===== config.mk =====
export PLATFORM = sky130hd
export DESIGN_NAME = sb_issue_check
export DESIGN_NICKNAME = d
export VERILOG_FILES = /design/src/rtl/sb_pkg.sv /design/src/rtl/sb_resv_array.sv /design/src/rtl/sb_hazard_eval.sv /design/src/rtl/sb_issue_check.sv
export SDC_FILE = /design/constraint.sdc
export NUM_CORES = 1
export LEC_CHECK = 0
export CORE_ASPECT_RATIO = 0.8
export CORE_MARGIN = 2
export CORE_UTILIZATION = 40
export DETAILED_ROUTE_END_ITERATION = 7
export DONT_BUFFER_PORTS = 1
export PLACE_DENSITY_LB_ADDON = 0.15
export SYNTH_ARGS = -nofsm -noshare
export SYNTH_HDL_FRONTEND = slang
export SYNTH_SLANG_ARGS = --single-unit

===== constraint.sdc =====
create_clock -name clk -period 4.93 [get_ports clk]
set_clock_uncertainty 0.15 [all_clocks]
set_input_delay 0.2465 -clock clk [delete_from_list [all_inputs] [get_ports clk]]
set_output_delay 0.2465 -clock clk [all_outputs]
set_load 0.005 [all_outputs]

===== src/rtl/sb_pkg.sv =====
package sb_pkg;
    typedef enum logic [1:0] {
        WHY_NONE = 2'd0,
        WHY_RAW  = 2'd1,
        WHY_WAW  = 2'd2
    } stall_why_e;
endpackage


===== src/rtl/sb_resv_array.sv =====
module sb_resv_array #(
    parameter int IDX_W     = 4,
    parameter bit ZERO_FREE = 1'b1,
    localparam int NREGS    = 1 << IDX_W
) (
    input  logic             clk,
    input  logic             rst_n,
    input  logic             wb_valid,
    input  logic [IDX_W-1:0] wb_idx,
    input  logic             set_en,
    input  logic [IDX_W-1:0] set_idx,
    output logic [NREGS-1:0] busy_view
);
    typedef struct packed {
        logic [NREGS-1:0] resv;
    } state_t;

    state_t st_d, st_q;

    // Per-register flag after the same-cycle writeback is applied.
    for (genvar gi = 0; gi < NREGS; gi++) begin : g_bit
        if (ZERO_FREE && gi == 0) begin : g_const
            assign busy_view[gi] = 1'b0;
        end else begin : g_live
            assign busy_view[gi] = st_q.resv[gi] &
                                   ~(wb_valid && wb_idx == IDX_W'(gi));
        end
    end

    always_comb begin
        st_d = st_q;
        st_d.resv = busy_view;
        if (set_en) st_d.resv[set_idx] = 1'b1;
        if (ZERO_FREE) st_d.resv[0] = 1'b0;
    end

    always_ff @(posedge clk) begin
        if (!rst_n) st_q <= '0;
        else        st_q <= st_d;
    end

    // A grant to a nonzero destination reserves it on the next cycle.
    p_set_dst_r6: assert property (@(posedge clk) disable iff (!rst_n)
        (set_en && (set_idx != '0 || !ZERO_FREE)) |=> st_q.resv[$past(set_idx)]);

    // A writeback that is not re-reserved in the same cycle leaves the flag clear.
    p_wb_clears_r7: assert property (@(posedge clk) disable iff (!rst_n)
        (wb_valid && !(set_en && set_idx == wb_idx)) |=> !st_q.resv[$past(wb_idx)]);

    // Register 0 is never reserved.
    p_zero_free_r9: assert property (@(posedge clk) disable iff (!rst_n)
        ZERO_FREE |-> !st_q.resv[0]);

    // With no grant and no writeback, the flags hold.
    p_hold_r11: assert property (@(posedge clk) disable iff (!rst_n)
        (!set_en && !wb_valid) |=> st_q.resv == $past(st_q.resv));
endmodule


===== src/rtl/sb_hazard_eval.sv =====
module sb_hazard_eval
    import sb_pkg::*;
#(
    parameter int IDX_W  = 4,
    localparam int NREGS = 1 << IDX_W
) (
    input  logic [NREGS-1:0] busy_view,
    input  logic             req_valid,
    input  logic [IDX_W-1:0] req_dst,
    input  logic [IDX_W-1:0] req_src_a,
    input  logic [IDX_W-1:0] req_src_b,
    output logic             grant,
    output logic             stall,
    output stall_why_e       why
);
    logic raw_hit, waw_hit;

    always_comb begin
        raw_hit = busy_view[req_src_a] | busy_view[req_src_b];
        waw_hit = busy_view[req_dst];
        grant   = req_valid & ~raw_hit & ~waw_hit;
        stall   = req_valid & (raw_hit | waw_hit);
        if (!req_valid)   why = WHY_NONE;
        else if (raw_hit) why = WHY_RAW;
        else if (waw_hit) why = WHY_WAW;
        else              why = WHY_NONE;
    end
endmodule


===== src/rtl/sb_issue_check.sv =====
module sb_issue_check
    import sb_pkg::*;
#(
    parameter int REG_IDX_W     = 4,
    parameter bit ZERO_REG_FREE = 1'b1
) (
    input  logic                 clk,
    input  logic                 rst_n,
    input  logic                 req_valid,
    input  logic [REG_IDX_W-1:0] req_dst,
    input  logic [REG_IDX_W-1:0] req_src_a,
    input  logic [REG_IDX_W-1:0] req_src_b,
    input  logic                 wb_valid,
    input  logic [REG_IDX_W-1:0] wb_idx,
    output logic                 grant,
    output logic                 stall,
    output logic [1:0]           stall_why
);
    localparam int NREGS = 1 << REG_IDX_W;

    logic [NREGS-1:0] busy_view;
    stall_why_e       why_e;

    sb_resv_array #(
        .IDX_W     (REG_IDX_W),
        .ZERO_FREE (ZERO_REG_FREE)
    ) u_array (
        .clk       (clk),
        .rst_n     (rst_n),
        .wb_valid  (wb_valid),
        .wb_idx    (wb_idx),
        .set_en    (grant),
        .set_idx   (req_dst),
        .busy_view (busy_view)
    );

    sb_hazard_eval #(
        .IDX_W (REG_IDX_W)
    ) u_eval (
        .busy_view (busy_view),
        .req_valid (req_valid),
        .req_dst   (req_dst),
        .req_src_a (req_src_a),
        .req_src_b (req_src_b),
        .grant     (grant),
        .stall     (stall),
        .why       (why_e)
    );

    assign stall_why = why_e;

    p_excl_r2: assert property (@(posedge clk) disable iff (!rst_n)
        !(grant && stall));

    p_idle_r10: assert property (@(posedge clk) disable iff (!rst_n)
        !req_valid |-> (!grant && !stall && stall_why == 2'd0));

    p_stall_reason_r3: assert property (@(posedge clk) disable iff (!rst_n)
        stall |-> (stall_why == 2'd1 || stall_why == 2'd2));

    p_grant_reason_r2: assert property (@(posedge clk) disable iff (!rst_n)
        grant |-> stall_why == 2'd0);
endmodule


* After elaboration in Yosys (flattened, before gate mapping)
Cells that the tools add are included.
Cells by class: bitwise operators 38, mux-type cells 12, equal/unequal tests 15, order comparisons 4, reduce and logical (&&, ||, !) cells 16
Operators with widths (count):
- == test 4 bit, second input constant | 8
- bitwise AND 1 bit | 18
- NOT 1 bit | 17
- == test 4 x 3 -> 1 bit, second input constant | 4
- logical AND 1 bit | 16
- two-way mux 16 bit | 1
- OR 16 bit | 1
- < comparator 4 x 5 -> 1 bit, second input constant | 3
- binary-select mux 1 bit (select 4 bit) | 3
- == test 4 x 2 -> 1 bit, second input constant | 2
- two-way mux 2 bit | 3
- demux 1 bit (select 4 bit) | 1
- == test 4 x 1 -> 1 bit, second input constant | 1
- greater-or-equal comparator 4 x 1 -> 1 bit, second input constant | 1
- two-way mux 1 bit | 4
- OR 1 bit | 2
Word-level totals: input bits 20, register bits 15, output and inout port bits 4, logic and storage cells 86

* Logic depth before layout (Yosys ltp)
depth in word-level cells 11, depth in mapped cells 9, gate-level depth less buffers 7

* Cells and area by module
A second synthesis with hierarchy kept.
Unflattened totals: cell total of the unflattened synthesis 119, area total of the unflattened synthesis 1162.4 µm²
By module, submodules not included:
- sb_resv_array | instances 1, cells each 95, area an instance 759.5 µm²
- sb_hazard_eval | instances 1, cells each 24, area an instance 402.9 µm²

* Least setup slack after synthesis
No wires, ideal clock.
path kind input to register, start in wb_idx[3], end reg u_array.st_q[11] in the netlist's numbering, required time 4.693 ns, slack 2.665 ns, setup time 0.087 ns, stages on the path 9, buffers on the path 2, arrival 2.028 ns, cells stage by stage or3b_1 > buf_6 > o21ai_2 > o21a_1 > nand3_2 > nor4b_4 > nand4_4 > buf_6 > o31ai_1
On the way: longest elaborated chain between the ends 11, elaborated cells on any way between the ends 73, classes of those cells 15 x eq/ne; 7 x mux; 36 x bitwise; 15 x reduce/logical
Ends and longest elaborated chain:
- from (decl) | line sb_issue_check.sv:14 | input logic [REG_IDX_W-1:0] wb_idx,
- == test 4 x 1 -> 1 bit (tied with other cells) | line sb_resv_array.sv:26 | ~(wb_valid && wb_idx == IDX_W'(gi));
- logical AND 1 bit | line sb_resv_array.sv:26
- NOT 1 bit | line sb_resv_array.sv:26
- bitwise AND 1 bit | line sb_resv_array.sv:25 | assign busy_view[gi] = st_q.resv[gi] &
- binary-select mux 1 bit (select 4 bit) | line sb_hazard_eval.sv:19 | raw_hit = busy_view[req_src_a] | busy_view[req_src_b];
- two-way mux 1 bit (not written as such) | line sb_hazard_eval.sv:19
- OR 1 bit | line sb_hazard_eval.sv:19
- NOT 1 bit | line sb_hazard_eval.sv:21 | grant = req_valid & ~raw_hit & ~waw_hit;
- bitwise AND 1 bit (2 in a row) | line sb_hazard_eval.sv:21
- two-way mux 16 bit * | line sb_resv_array.sv:33 | if (set_en) st_d.resv[set_idx] = 1'b1;
- to (signal assigned) | line sb_resv_array.sv:39 | else st_q <= st_d;
- to (decl) | line sb_resv_array.sv:18 | state_t st_d, st_q;
Every way passes the cells marked *; elsewhere a longest branch is shown, timed or not. The select of a mux whose other input is x is not followed. A chain may end at the register's enable or synchronous reset.

* Worst setup path after layout
start in wb_idx[1], end out grant
On the way: longest elaborated chain between the ends 10, elaborated cells on any way between the ends 71, classes of those cells 15 x eq/ne; 6 x mux; 35 x bitwise; 15 x reduce/logical
Ends and longest elaborated chain:
- == test 4 x 1 -> 1 bit (tied with other cells) | line sb_resv_array.sv:26
- logical AND 1 bit | line sb_resv_array.sv:26
- NOT 1 bit | line sb_resv_array.sv:26
- bitwise AND 1 bit | line sb_resv_array.sv:25
- binary-select mux 1 bit (select 4 bit) | line sb_hazard_eval.sv:19
- two-way mux 1 bit (not written as such) | line sb_hazard_eval.sv:19
- OR 1 bit | line sb_hazard_eval.sv:19
- NOT 1 bit | line sb_hazard_eval.sv:21
- bitwise AND 1 bit | line sb_hazard_eval.sv:21
- bitwise AND 1 bit * | line sb_hazard_eval.sv:21
- to (decl) | line sb_issue_check.sv:15 | output logic grant,
Marks and branches as above.

==> results.yml <==
run_status:
  outcome: "completed"
yosys:
  synth_edf_count: 0
  ys_seq_area_share_pct: 24.3
  syn_area_per_cell_sq_um: 8.84
  synth_ff_type: "dfxtp_1"
  yosys-top-cells-area: "dfxtp_1 (24%), mux4_2 (7.3%), o2111ai_1 (6.4%)"
  ys.warnings.count: 0
  syn_nets: 160
  synth_seq_cells: 15
  synth_commonest_cells: "dfxtp_1 (15), o21ai_0 (11), o2111ai_1 (9), o32ai_1 (9), o211ai_1 (8)"
  synth_area_sq_mm: 0.00124
  yosysTopAreaCell: "dfxtp_1"
  synth_most_common_cell: "dfxtp_1"
  async_reset_ff_share_pct: 0
  synth.distinct_cells: 42
  syn_inst: 140
  synth_top_area_share_pct: 24.3
min_path:
  hp-start: "rst_n"
  min_path_type: "in2reg"
floorplan:
  start_util_pct: 41.0
  die_area_sq_mm: 0.00356
  dieWidth_microns: 66.2
  coreArea_sq_mm: 0.00302
  rows: 18
  io_pins: 24
  die_y_microns: 53.8
routing:
  firstDrtPassIters: 4
  drtIter0Drc: 109
  ant_nets: 0
  wire_per_inst_microns: 20.0
  drt-total-wl_mm: 3.55
  drc: 0
  routed_via_density: 6.83
  vias: 1209
sta:
  min_period_ps: 2520
  max_freq_ghz: 0.397
  final-hold-violation-count: 0
  grt_setup_unrepaired: "false"
  whs_ps: 5.90
  tns_ps: 0
  worstMarginPinSlew_ps: 519
  fin_crit_sh_pct: 51.1
  slew_viol_final: 0
  setup_viol: 0
  relSlewSlack_pct: 65.0
place:
  io_buffer_count: 0
  placed_area_sq_mm: 0.00125
  hpwl_mm: 2.63
  place_congestion: 0.812
worst_setup_path:
  cp-start-kind: "primary input"
  crit_type: "in2out"
  r2r_start: "u_array.st_q[9]"
  crit_start: "wb_idx[1]"
  cp.arrival_ps: 2120
  crit_fanout: 5
  end_kind: "output port"
  ff2ff_setup_slack_ps: 2730
  required_ps: 4530
grt:
  grt_pass1_vias: 1123
  grt_pass1_wl_mm: 5.46
  grt_max_degree: 17
  antenna_found_initial: 0
  overflow: 0
  track_usage_pct: 20.5
cts:
  cts.htree.levels: 1
  cts_setup_buffers: 0
  cts-root-buf: "clkbuf_8"
  path_clk_slew_ps: 70
  numCtsBuffers: 3
  cts_tree: "yes"
  clock-sinks: 15
  ctsHoldBuffers: 0
  clockBufferDepth: 2
  post_cts_resized: 0
  clk_latency_ps: 250
cells_and_area:
  post-route-util_pct: 42.8
  areaGrowthSynthToFinish_pct: 4.35
  largestRegisters: "u_array.st_q: 15 flops"
  top_register: "u_array.st_q"
  fin_area_sq_mm: 0.00129
  fin_nets: 158
  largest_register_ffs: 15
  antenna_cells: 0
  nFillCells: 311
  layout-drive-gt1-share_pct: 15.3
power:
  ir_worst_vdd_uv: 72.2
  p_per_area_mw_per_mm2: 210
  power.leakage_nw: 0.402
job:
  maxCapViolCount: 0
-- layout by cell type, fill, tap and decap left out, drive strengths merged --
| master | count |
|---|---|
| a21oi | 2 |
| nand4b | 1 |
| nor4b | 2 |
| nor3b | 4 |
| nand2b | 6 |
| clkbuf | 4 |
| nor2b | 1 |
| a22oi | 1 |
| mux4 | 4 |
| mux2i | 5 |
| o22ai | 2 |
| nand3b | 3 |
| nor3 | 2 |
| inv | 7 |
| nand2 | 6 |
| o31ai | 5 |
| dfxtp | 15 |
| nand3 | 4 |
| a211oi | 1 |
| or3 | 2 |
| o32ai | 9 |
| and4b | 1 |
| o21ai | 15 |
| o211ai | 8 |
| a31oi | 1 |
| o21a | 1 |
| or4 | 1 |
| nor2 | 3 |
| nor4 | 1 |
| or2 | 8 |
| nand4 | 2 |
| or3b | 1 |
| o2111ai | 9 |
-- layout make-up --
| class | instances | area (sq um) | share of cell area [%] |
|---|---|---|---|
| Inverter | 7 | 26.3 | 2.03 |
| Multi-Input combinational cell | 111 | 870 | 67.3 |
| Sequential cell | 15 | 300 | 23.3 |
| Clock buffer | 4 | 45.0 | 3.49 |
| Tap cell | 40 | 50.0 | 3.88 |
-- routing by layer --
| metal | vias to the layer above | GRT usage (%) | wire [microns] |
|---|---|---|---|
| met2 | 65 | 32.5 | 1560 |
| met1 | 578 | 29.3 | 1630 |
| met3 | 4 | 2.72 | 317 |
| met4 | 0 | 6.12 | 37 |
| met5 | - | 0 | 0 |
| li1 | 562 | - | - |
-- power by group --
part | total (mW) | leakage [nW] | internal, mW | switching (mW)
clock network | 0.103 | 0.0228 | 0.0573 | 0.0461
registers | 0.124 | 0.121 | 0.123 | 0.00101
logic | 0.0437 | 0.258 | 0.0158 | 0.0279
total | 0.272 | 0.402 | 0.197 | 0.0750
-- critical path: stages --
cell	delay, ps
nand2b_1	260
o21ai_0	500
mux4_2	340
mux2i_1	80
a22oi_2	330
nand2_1	120
nor3b_1	250
-- kinds of logic after synthesis --
kind of cell	Yosys count	share of synthesized area, %
buffers and inverters	14	5.46
flip-flops	15	24.3
AO/OA/AOI/OAI	54	32.0
AND/OR/NAND/NOR	48	27.0
multiplexers	9	11.3
-- metrics by stage --
step | total power [mW] | setup slack, ps | instances
2_1_floorplan | 0.165 | 2660 | 140
3_3_place_gp | 0.170 | 2300 | 173
3_5_place_dp | 0.170 | 2310 | 173
4_1_cts | 0.272 | 2470 | 177
5_1_grt | 0.280 | 2280 | 177
6_report | 0.272 | 2410 | 177
-- worst paths after layout --
path	to	cells after the start
worst max-delay path	grant	7
worst min-delay path	u_array.st_q[3]	2
worst max register to register	u_array.st_q[5]	6
worst min register to register	u_array.st_q[1]	2
Power figures use the tool's default switching activity.
